File: config.mk
export PLATFORM = sky130hd
export DESIGN_NAME = spi_slave_runstop
export DESIGN_NICKNAME = d
export VERILOG_FILES = /design/src/rtl/spis_pkg.sv /design/src/rtl/spis_sync.sv /design/src/rtl/spis_runctl.sv /design/src/rtl/spis_shift.sv /design/src/rtl/spi_slave_runstop.sv
export SDC_FILE = /design/constraint.sdc
export NUM_CORES = 1
export LEC_CHECK = 0
export BUFFER_PORTS_ARGS = -buffer_cell sky130_fd_sc_hd__buf_2
export CORE_ASPECT_RATIO = 0.5
export CORE_UTILIZATION = 35
export DETAILED_ROUTE_END_ITERATION = 7
export SYNTH_ARGS = -nofsm -noshare
export SYNTH_HDL_FRONTEND = slang
export SYNTH_SLANG_ARGS = --single-unit
File: constraint.sdc
create_clock -name clk -period 4.2 [get_ports clk]
set_input_delay 0.63 -clock clk [delete_from_list [all_inputs] [get_ports clk]]
set_output_delay 0.63 -clock clk [all_outputs]
set_load 0.01 [all_outputs]
File: src/rtl/spis_pkg.sv
package spis_pkg;

  typedef enum logic {
    ST_STOPPED = 1'b0,
    ST_RUNNING = 1'b1
  } run_st_t;

  typedef struct packed {
    logic cpol;
    logic cpha;
    logic mstr;
  } spis_mode_t;

endpackage

File: src/rtl/spis_sync.sv
module spis_sync #(
  parameter int         W       = 3,
  parameter int         STAGES  = 2,
  parameter logic [W-1:0] RST_VAL = '0
) (
  input  logic         clk,
  input  logic         rst_n,
  input  logic [W-1:0] d,
  output logic [W-1:0] q
);

  logic [W-1:0] stg [STAGES];

  always_ff @(posedge clk or negedge rst_n) begin
    if (!rst_n) begin
      for (int i = 0; i < STAGES; i++) stg[i] <= RST_VAL;
    end else begin
      stg[0] <= d;
      for (int i = 1; i < STAGES; i++) stg[i] <= stg[i-1];
    end
  end

  assign q = stg[STAGES-1];

endmodule

File: src/rtl/spis_runctl.sv
module spis_runctl
  import spis_pkg::*;
#(
  parameter int MIN_BITS = 4,
  parameter int MAX_BITS = 16,
  parameter int RST_BITS = 8,
  parameter int LEN_W    = $clog2(MAX_BITS + 1)
) (
  input  logic             clk,
  input  logic             rst_n,
  input  logic             sw_start,
  input  logic             sw_halt,
  input  logic             cfg_wr,
  input  spis_mode_t       cfg_mode_in,
  input  logic [LEN_W-1:0] cfg_len_in,
  input  logic             lp_req,
  input  logic             dbg_req,
  input  logic             frz_en,
  input  logic             idle,
  output logic             running,
  output logic             run_go,
  output logic             lp_hold,
  output spis_mode_t       mode,
  output logic [LEN_W-1:0] frame_len
);

  localparam logic [LEN_W-1:0] LEN_LO  = LEN_W'(MIN_BITS);
  localparam logic [LEN_W-1:0] LEN_HI  = LEN_W'(MAX_BITS);
  localparam logic [LEN_W-1:0] LEN_RST = LEN_W'(RST_BITS);

  run_st_t          st;
  logic             run_en;
  logic             frz;
  logic             stop_cause;
  logic             stop_now;
  logic             wr_ok;
  logic [LEN_W-1:0] len_clamped;

  assign frz        = dbg_req & frz_en;
  assign stop_cause = ~run_en | lp_req | frz;
  assign stop_now   = (st == ST_RUNNING) & stop_cause & idle;
  assign run_go     = (st == ST_RUNNING) & ~stop_now;
  assign running    = (st == ST_RUNNING);
  assign wr_ok      = ~lp_hold;

  always_comb begin
    if (cfg_len_in < LEN_LO)      len_clamped = LEN_LO;
    else if (cfg_len_in > LEN_HI) len_clamped = LEN_HI;
    else                          len_clamped = cfg_len_in;
  end

  always_ff @(posedge clk or negedge rst_n) begin
    if (!rst_n) begin
      st        <= ST_STOPPED;
      run_en    <= 1'b0;
      lp_hold   <= 1'b0;
      mode      <= '0;
      frame_len <= LEN_RST;
    end else begin
      if (wr_ok) begin
        if (sw_halt)       run_en <= 1'b0;
        else if (sw_start) run_en <= 1'b1;
      end

      if (stop_now)
        st <= ST_STOPPED;
      else if (st == ST_STOPPED && run_en && !lp_req && !frz)
        st <= ST_RUNNING;

      if (!lp_req)
        lp_hold <= 1'b0;
      else if (st == ST_STOPPED || stop_now)
        lp_hold <= 1'b1;

      if (cfg_wr && wr_ok && st == ST_STOPPED) begin
        mode      <= cfg_mode_in;
        frame_len <= len_clamped;
      end
    end
  end


  mid_frame_stop_chk: assert property (@(posedge clk) disable iff (!rst_n)
    (st == ST_RUNNING && !idle) |=> st == ST_RUNNING);


  ack_when_stopped_chk: assert property (@(posedge clk) disable iff (!rst_n)
    lp_hold |-> st == ST_STOPPED);


  lp_start_ignored_chk: assert property (@(posedge clk) disable iff (!rst_n)
    (lp_hold && lp_req) |=> st == ST_STOPPED);


  no_freeze_effect_chk: assert property (@(posedge clk) disable iff (!rst_n)
    (st == ST_RUNNING && run_en && !lp_req && !(dbg_req && frz_en)) |=> st == ST_RUNNING);


  cfg_locked_chk: assert property (@(posedge clk) disable iff (!rst_n)
    (st == ST_RUNNING) |=> $stable(frame_len));

endmodule

File: src/rtl/spis_shift.sv
module spis_shift
  import spis_pkg::*;
#(
  parameter int MAX_BITS = 16,
  parameter int LEN_W    = $clog2(MAX_BITS + 1)
) (
  input  logic                clk,
  input  logic                rst_n,
  input  logic                sck_s,
  input  logic                cs_n_s,
  input  logic                mosi_s,
  input  spis_mode_t          mode,
  input  logic [LEN_W-1:0]    frame_len,
  input  logic                run_go,
  input  logic                mdis,
  input  logic                push_block,
  input  logic [MAX_BITS-1:0] tx_data,
  input  logic                tx_valid,
  output logic                tx_ready,
  output logic [MAX_BITS-1:0] rx_data,
  output logic                rx_valid,
  output logic                miso,
  output logic                idle
);

  logic                sck_d;
  logic                lvl_now, lvl_old;
  logic                lead_ev, trail_ev;
  logic                sel, sample_ev, last_bit;
  logic [LEN_W-1:0]    bit_cnt;
  logic [MAX_BITS-2:0] rx_sr;
  logic [MAX_BITS-1:0] tx_word, hold_q, cur_word, len_mask, rx_word;
  logic                hold_v;
  logic [LEN_W-1:0]    idx;
  logic                miso_bit;
  logic                tx_push;

  assign lvl_now   = sck_s ^ mode.cpol;
  assign lvl_old   = sck_d ^ mode.cpol;
  assign lead_ev   = lvl_now & ~lvl_old;
  assign trail_ev  = ~lvl_now & lvl_old;
  assign sel       = run_go & ~mode.mstr & ~cs_n_s;
  assign sample_ev = sel & (mode.cpha ? trail_ev : lead_ev);
  assign last_bit  = (bit_cnt == frame_len - LEN_W'(1));
  assign idle      = (bit_cnt == '0);
  assign tx_ready  = ~hold_v & ~push_block;
  assign tx_push   = tx_valid & tx_ready;
  assign cur_word  = idle ? (hold_v ? hold_q : '0) : tx_word;
  assign idx       = frame_len - LEN_W'(1) - bit_cnt;

  always_comb begin
    for (int i = 0; i < MAX_BITS; i++) len_mask[i] = (LEN_W'(i) < frame_len);
  end

  assign rx_word = {rx_sr, mosi_s} & len_mask;

  always_comb begin
    miso_bit = 1'b0;
    for (int i = 0; i < MAX_BITS; i++)
      if (LEN_W'(i) == idx) miso_bit = cur_word[i];
  end

  assign miso = sel & ~mdis & miso_bit;

  always_ff @(posedge clk or negedge rst_n) begin
    if (!rst_n) begin
      sck_d    <= 1'b0;
      bit_cnt  <= '0;
      rx_sr    <= '0;
      tx_word  <= '0;
      hold_q   <= '0;
      hold_v   <= 1'b0;
      rx_data  <= '0;
      rx_valid <= 1'b0;
    end else begin
      sck_d    <= sck_s;
      rx_valid <= 1'b0;
      if (!mdis) begin
        if (!sel) begin
          bit_cnt <= '0;
        end else if (sample_ev) begin
          rx_sr <= rx_word[MAX_BITS-2:0];
          if (idle) begin
            tx_word <= cur_word;
            if (hold_v) hold_v <= 1'b0;
          end
          if (last_bit) begin
            rx_valid <= 1'b1;
            rx_data  <= rx_word;
            bit_cnt  <= '0;
          end else begin
            bit_cnt <= bit_cnt + LEN_W'(1);
          end
        end
      end
      if (tx_push) begin
        hold_q <= tx_data;
        hold_v <= 1'b1;
      end
    end
  end


  rx_pulse_chk: assert property (@(posedge clk) disable iff (!rst_n)
    rx_valid |=> !rx_valid);


  cnt_range_chk: assert property (@(posedge clk) disable iff (!rst_n)
    bit_cnt < frame_len);


  mdis_freeze_chk: assert property (@(posedge clk) disable iff (!rst_n)
    mdis |=> ($stable(bit_cnt) && !rx_valid));


  unselected_quiet_chk: assert property (@(posedge clk) disable iff (!rst_n)
    cs_n_s |-> !miso);

endmodule

File: src/rtl/spi_slave_runstop.sv
module spi_slave_runstop
  import spis_pkg::*;
#(
  parameter int MIN_BITS = 4,
  parameter int MAX_BITS = 16,
  parameter int RST_BITS = 8,
  parameter int SYNC_STAGES = 2,
  localparam int LEN_W = $clog2(MAX_BITS + 1)
) (
  input  logic                clk,
  input  logic                rst_n,
  input  logic                sw_start,
  input  logic                sw_halt,
  input  logic                cfg_wr,
  input  logic                cfg_cpol,
  input  logic                cfg_cpha,
  input  logic                cfg_master,
  input  logic [LEN_W-1:0]    cfg_len,
  input  logic                lp_stop_req,
  output logic                lp_stop_ack,
  input  logic                dbg_req,
  input  logic                frz_en,
  input  logic                mdis,
  output logic                running,
  input  logic                spi_sck,
  input  logic                spi_cs_n,
  input  logic                spi_mosi,
  output logic                spi_miso,
  input  logic [MAX_BITS-1:0] tx_data,
  input  logic                tx_valid,
  output logic                tx_ready,
  output logic [MAX_BITS-1:0] rx_data,
  output logic                rx_valid
);

  logic [2:0]       pins_s;
  spis_mode_t       mode, mode_in;
  logic [LEN_W-1:0] frame_len;
  logic             run_go, idle, lp_hold;

  assign mode_in = '{cpol: cfg_cpol, cpha: cfg_cpha, mstr: cfg_master};

  spis_sync #(.W(3), .STAGES(SYNC_STAGES), .RST_VAL(3'b010)) u_sync (
    .clk (clk),
    .rst_n (rst_n),
    .d ({spi_sck, spi_cs_n, spi_mosi}),
    .q (pins_s)
  );

  spis_runctl #(.MIN_BITS(MIN_BITS), .MAX_BITS(MAX_BITS), .RST_BITS(RST_BITS), .LEN_W(LEN_W)) u_ctl (
    .clk (clk),
    .rst_n (rst_n),
    .sw_start (sw_start),
    .sw_halt (sw_halt),
    .cfg_wr (cfg_wr),
    .cfg_mode_in (mode_in),
    .cfg_len_in (cfg_len),
    .lp_req (lp_stop_req),
    .dbg_req (dbg_req),
    .frz_en (frz_en),
    .idle (idle),
    .running (running),
    .run_go (run_go),
    .lp_hold (lp_hold),
    .mode (mode),
    .frame_len (frame_len)
  );

  spis_shift #(.MAX_BITS(MAX_BITS), .LEN_W(LEN_W)) u_shift (
    .clk (clk),
    .rst_n (rst_n),
    .sck_s (pins_s[2]),
    .cs_n_s (pins_s[1]),
    .mosi_s (pins_s[0]),
    .mode (mode),
    .frame_len (frame_len),
    .run_go (run_go),
    .mdis (mdis),
    .push_block (lp_hold),
    .tx_data (tx_data),
    .tx_valid (tx_valid),
    .tx_ready (tx_ready),
    .rx_data (rx_data),
    .rx_valid (rx_valid),
    .miso (spi_miso),
    .idle (idle)
  );

  assign lp_stop_ack = lp_hold;

endmodule

== Yosys cells after proc, flatten, opt, wreduce, memory -nomap -nowiden ==
Index checks and enable logic that the tools add are counted.

* Add/subtract/negate cells: 3
* Reductions and logical operators: 21
* Equality and inequality tests: 19
* Order comparisons: 18
* Mux-type cells: 39
* Bitwise gates (word level): 28

{| class="wikitable"
|+ Operators with widths
! kind !! count
|-
| $eq 4x5->1 const A || 8
|-
| $lt 4x5->1 const A || 8
|-
| $mux 1 || 32
|-
| $mux 16 || 2
|-
| $mux 5 || 5
|-
| $eq 3x5->1 const A || 4
|-
| $lt 3x5->1 const A || 4
|-
| $and 16x16->16 || 1
|-
| $and 1x1->1 || 13
|-
| $reduce_and 4->1 || 3
|-
| $eq 2x5->1 const A || 2
|-
| $logic_not 5->1 || 2
|-
| $lt 1x5->1 const A || 2
|-
| $lt 2x5->1 const A || 2
|-
| $not 1->1 || 10
|-
| $reduce_bool 2->1 || 5
|-
| $add 5x1->5 const B || 1
|-
| $eq 1x5->1 const A || 1
|-
| $eq 5x5->1 || 1
|-
| $gt 5x5->1 const B || 1
|-
| $logic_and 1x1->1 || 5
|-
| $lt 5x3->1 const B || 1
|-
| $sub 5x1->5 const B || 1
|-
| $sub 5x5->5 || 1
|-
| other kinds (8) || 13
|}

* Flip-flop bits (word level): 88
* Output and inout bits: 21
* Logic and storage cells: 145

== Longest topological paths before layout ==
* Depth after elaboration: 20
* Gate-level depth with buffers: 13

== Hierarchy ==
A second synthesis with hierarchy kept.

* Cell total of the unflattened synthesis: 418
* Area, all modules: 4237.8 sq um

{| class="wikitable"
|+ Modules (own cells, without submodules)
! module !! area an instance (sq um) !! cells each !! seq. area each (sq um) !! instances
|-
| spis_shift || 3589.7 || 361 || 1776.7 || 1
|-
| spis_runctl || 473.0 || 48 || 276.5 || 1
|-
| spis_sync || 175.2 || 9 || 152.6 || 1
|}

== Worst setup path after synthesis ==
Ideal clock, no wire load.

* Path type: register to output
* Start point: register u_ctl.frame_len[1]
* End point: output spi_miso
* Cell stages (with the launch flop): 13
* Buffers on the path: 3
* Arrival: 2.921 ns
* Path slack: 0.649 ns
* Path through: dfrtp_1 > clkbuf_1 > inv_1 > ha_1 > inv_1 > fa_1 > clkbuf_1 > buf_1 > a22o_1 > a21oi_1 > o211ai_1 > a31oi_1 > a211oi_1

* Longest elaborated chain between the ends: 20

{| class="wikitable"
|+ RTL lines
! item !! line !! text
|-
| start, declared || spis_runctl.sv:24 || <nowiki>output logic [LEN_W-1:0] frame_len</nowiki>
|-
| start signal, assigned || spis_runctl.sv:77 || <nowiki>frame_len <= len_clamped;</nowiki>
|-
| $sub 5x1->5 (*) || spis_shift.sv:49 || <nowiki>assign idx = frame_len - LEN_W'(1) - bit_cnt;</nowiki>
|-
| $sub 5x5->5 (*) || spis_shift.sv:49 ||
|-
| $logic_not 5->1 || spis_shift.sv:60 || <nowiki>if (LEN_W'(i) == idx) miso_bit = cur_word[i];</nowiki>
|-
| $mux 1 (15 in series) || spis_shift.sv:60 ||
|-
| $mux 1 (*) || spis_shift.sv:60 ||
|-
| $and 1x1->1 (*) || spis_shift.sv:63 || <nowiki>assign miso = sel & ~mdis & miso_bit;</nowiki>
|-
| end, declared || spi_slave_runstop.sv:28 || <nowiki>output logic spi_miso,</nowiki>
|}

Every way passes the cells marked *; elsewhere a longest branch is shown, timed or not.

== Worst setup path after layout ==
Ends and elaborated chain as after synthesis.

==> key figures <==
Pwr
  • VDD IR max: 0.000199 V
  • Pwr dens: 470 mW/mm^2
  • Static Leak: 2.33 nW

Clock tree
  • H-tree levels: 3
  • CTS buffer count: 9
  • Worst-path clk slew: 60 ps
  • CTS Root Cell: clkbuf_16
  • Longest Clk Path Bufs: 2
  • CTS tree: yes
  • Clk Latency, worst-skew pair: 330 ps
  • Hold_buf cts: 0
  • CTS sink cnt: 88

Die
  • Starting Density: 37.3%
  • Die height: 79.9 um
  • Die ar.: 0.0126 mm^2
  • Num ports: 58
  • Rows: 27
  • Width of the die: 158 um
  • Core area: 0.0114 mm^2

Synthesis
  • Netlist cell types: 53
  • Fraction of registers with async set/reset: 100%
  • #FFs+latches synth: 88
  • Top_reg_cell synth: dfrtp_1
  • Post-Syn Area per Cell: 10.2 um^2
  • Part of the Yosys area used for sequential elements: 52.0%
  • Post-Syn Area: 0.00425 mm^2
  • Syn_nets: 462
  • Syn Inst Count: 416
  • Yosys warning count: 0
  • Number of synthesized flops with an enable pin: 0

Setup path
  • Reg2Reg Depth: 7
  • Crit-path leading delay family: adder cells
  • Worst Path Required: 3570 ps
  • Crit path DAT: 3300 ps
  • Register-to-register setup slack: 1220 ps
  • Buffer and inverter count on the worst path: 3
  • Critical path launch point: u_ctl.frame_len[1]
  • R2r endpoint: u_shift.rx_data[6]
  • Most used cell, CP: inv_1
  • Reg2reg start: u_ctl.frame_len[2]
  • Slowest CP cell: fa_2
  • CP endpoint: spi_miso
  • Critical path type: flop to output pin
  • CP peak stage delay: 720 ps
  • Worst path cell trace: inv_1 > ha_1 > inv_1 > fa_2 > mux2_2 > a221o_1 > o21ai_0 > nand2_1 > a31oi_1 > a211oi_1 > buf_2
  • Crit Path Max Fanout: 12
  • Critical path depth: 11
  • CP Capture Type: output pin
  • Element type at the critical path start: flop

Place
  • Final Wtd Congestion: 0.782
  • Dpl cells: 612
  • HPWL Detailed: 5.99 mm
  • Port bufs: 57

STA
  • Slew @ Worst Pin: 910 ps
  • Post-layout min period: 3930 ps
  • Setup TNS: 0 ps
  • Worst Skew: 5.66 ps
  • Post-route clock period utilization: 93.7%
  • Fmax: 254 MHz
  • Final Setup Violations: 0
  • Pins Over Slew Limit: 0
  • Final hold vios: 0
  • Slew headroom: 39.3%
  • RSZ-0062 raised after global routing: false

Run
  • Max-cap violations: 0

Layout
  • Final #Nets: 511
  • Area Growth Syn to Fin: 17.4%
  • N_diodes: 0
  • Commonest non-fill, non-tap cell in the layout: dfrtp_1
  • Final std cells w/o fill: 629
  • Most frequent cells in the layout: dfrtp_1, nand2_1, buf_2, o21ai_0, inv_1
  • Share of cells above drive strength 1: 23.2%
  • Filler cells: 1159

Global routing
  • First-pass GRT wire length: 14.3 mm
  • Total gr overflow: 0
  • Largest net degree at the start of global routing: 72
  • Gr usage total: 14.8%
  • Vias in the first global route: 2874
  • Initial antenna violation count: 0

Outcome
  • Status: finished clean

Route
  • Initial detailed-routing violation count: 198
  • Via-to-Cell Ratio: 4.80
  • DRC viols: 0
  • WL/cell: 13.5 um
  • Vias after detailed routing: 3021
  • Post-route ant nets: 0
  • DRT Wirelength: 8.50 mm
  • Drt first pass iters: 4

Worst hold path
  • Worst min path class: flop to flop
[state kept, by name (all words and copies together), names as in the netlist, 3 cells and up]
register and flops:
u_ctl.frame_len 5, u_shift.rx_sr 15, u_ctl.mode 3, u_shift.hold_q 16, u_shift.rx_data 16, u_shift.bit_cnt 5, u_shift.tx_word 16, u_sync.q 3
u_sync.stg 3
[layer usage]
layer / global-route usage (%) / up-vias / routed length, um
met5: 0 / - / 0
met4: 4.66 / 0 / 46
met3: 3.75 / 7 / 293
met2: 22.0 / 43 / 3700
met1: 21.0 / 1447 / 4450
li1: - / 1524 / -
[worst register-to-register path: stages (launching register included)]
cell and delay (ps):
dfrtp_1 520, o31a_1 370, or2_2 320, ha_1 370, nand4_1 140, nor2_1 130
nand2_1 500, mux2_1 520
[per-stage QoR]
step	setup WS (ps)	hold WS, ps	utilization (%)	cell area [um^2]	total power, mW
4_1_cts	175	357	43.6	4960	2.37
6_report	265	356	43.8	4980	2.34
3_5_place_dp	374	344	41.1	4680	1.60
5_1_grt	49.6	358	43.8	4980	2.49
2_1_floorplan	649	331	-	4250	1.45
3_3_place_gp	425	340	41.1	4680	1.59
[timing repair]
item                                    CTS  global route
pin swaps                                 0             1
endpoints found under the setup margin    1             1
cloned                                    0             0
resized for setup                         1             0
buffers inserted                          0             1
[logic make-up (layout without fill, tap and decap cells)]
group | Yosys count | in the layout | share of synthesized area (%)
AND/OR/NAND/NOR | 127 | 127 | 14.1
AO/OA/AOI/OAI | 89 | 89 | 13.1
flip-flops | 88 | 88 | 52.0
buffers and inverters | 49 | 103 | 4.42
multiplexers | 44 | 44 | 11.6
XOR/XNOR | 10 | 10 | 2.06
adder cells (fa/ha/maj) | 9 | 9 | 2.83
[how the worst min path moves through the flow]
stage | startpoint | to | slack [ps] | cells past startpoint
after floorplan | rst_n | u_ctl.frame_len[0] | 330 | 0
after global placement | u_sync.stg[3] | u_sync.q[0] | 340 | 0
after detailed placement | u_sync.stg[5] | u_sync.q[2] | 340 | 0
after CTS | u_sync.stg[4] | u_sync.q[1] | 360 | 0
after global routing | u_sync.stg[4] | u_sync.q[1] | 360 | 0
final | u_sync.stg[5] | u_sync.q[2] | 360 | 0
[report_power, final]
| group | switching (mW) | internal, mW | total [mW] |
|---|---|---|---|
| Combinational | 0.274 | 0.258 | 0.533 |
| Sequential | 0.0992 | 0.963 | 1.06 |
| Clock | 0.311 | 0.434 | 0.745 |
[area by class of cell]
class	count	area, um^2	area share [%]
multi-input combinational	279	1870	37.5
tap	159	199	3.99
clock inverter	2	15.0	0.301
inverter	25	93.8	1.88
sequential	88	2210	44.3
timing repair buffer	62	338	6.78
clock buffer	14	264	5.30
[cells in the mapped netlist (4+ instances only)]
master     n  area share [%]
a21o_1     5            0.88
a21oi_1   11             1.3
and2_1     6            0.88
clkbuf_1  19             1.7
dfrtp_1   85              50
ha_1       8             2.4
inv_1     25             2.2
mux2_1     6             1.6
mux2_2    24             6.4
mux2i_1   13             3.1
nand2_1   69             6.1
nand2b_1   5            0.74
nand3_1   10             1.2
nor2_1    14             1.2
nor2b_1    6            0.88
nor3b_1    4            0.71
o21ai_0   36             4.2
o21ai_1   11             1.3
xnor2_1    6             1.2
xor2_1     4            0.83
No activity file was read; power rests on OpenSTA's default activity.
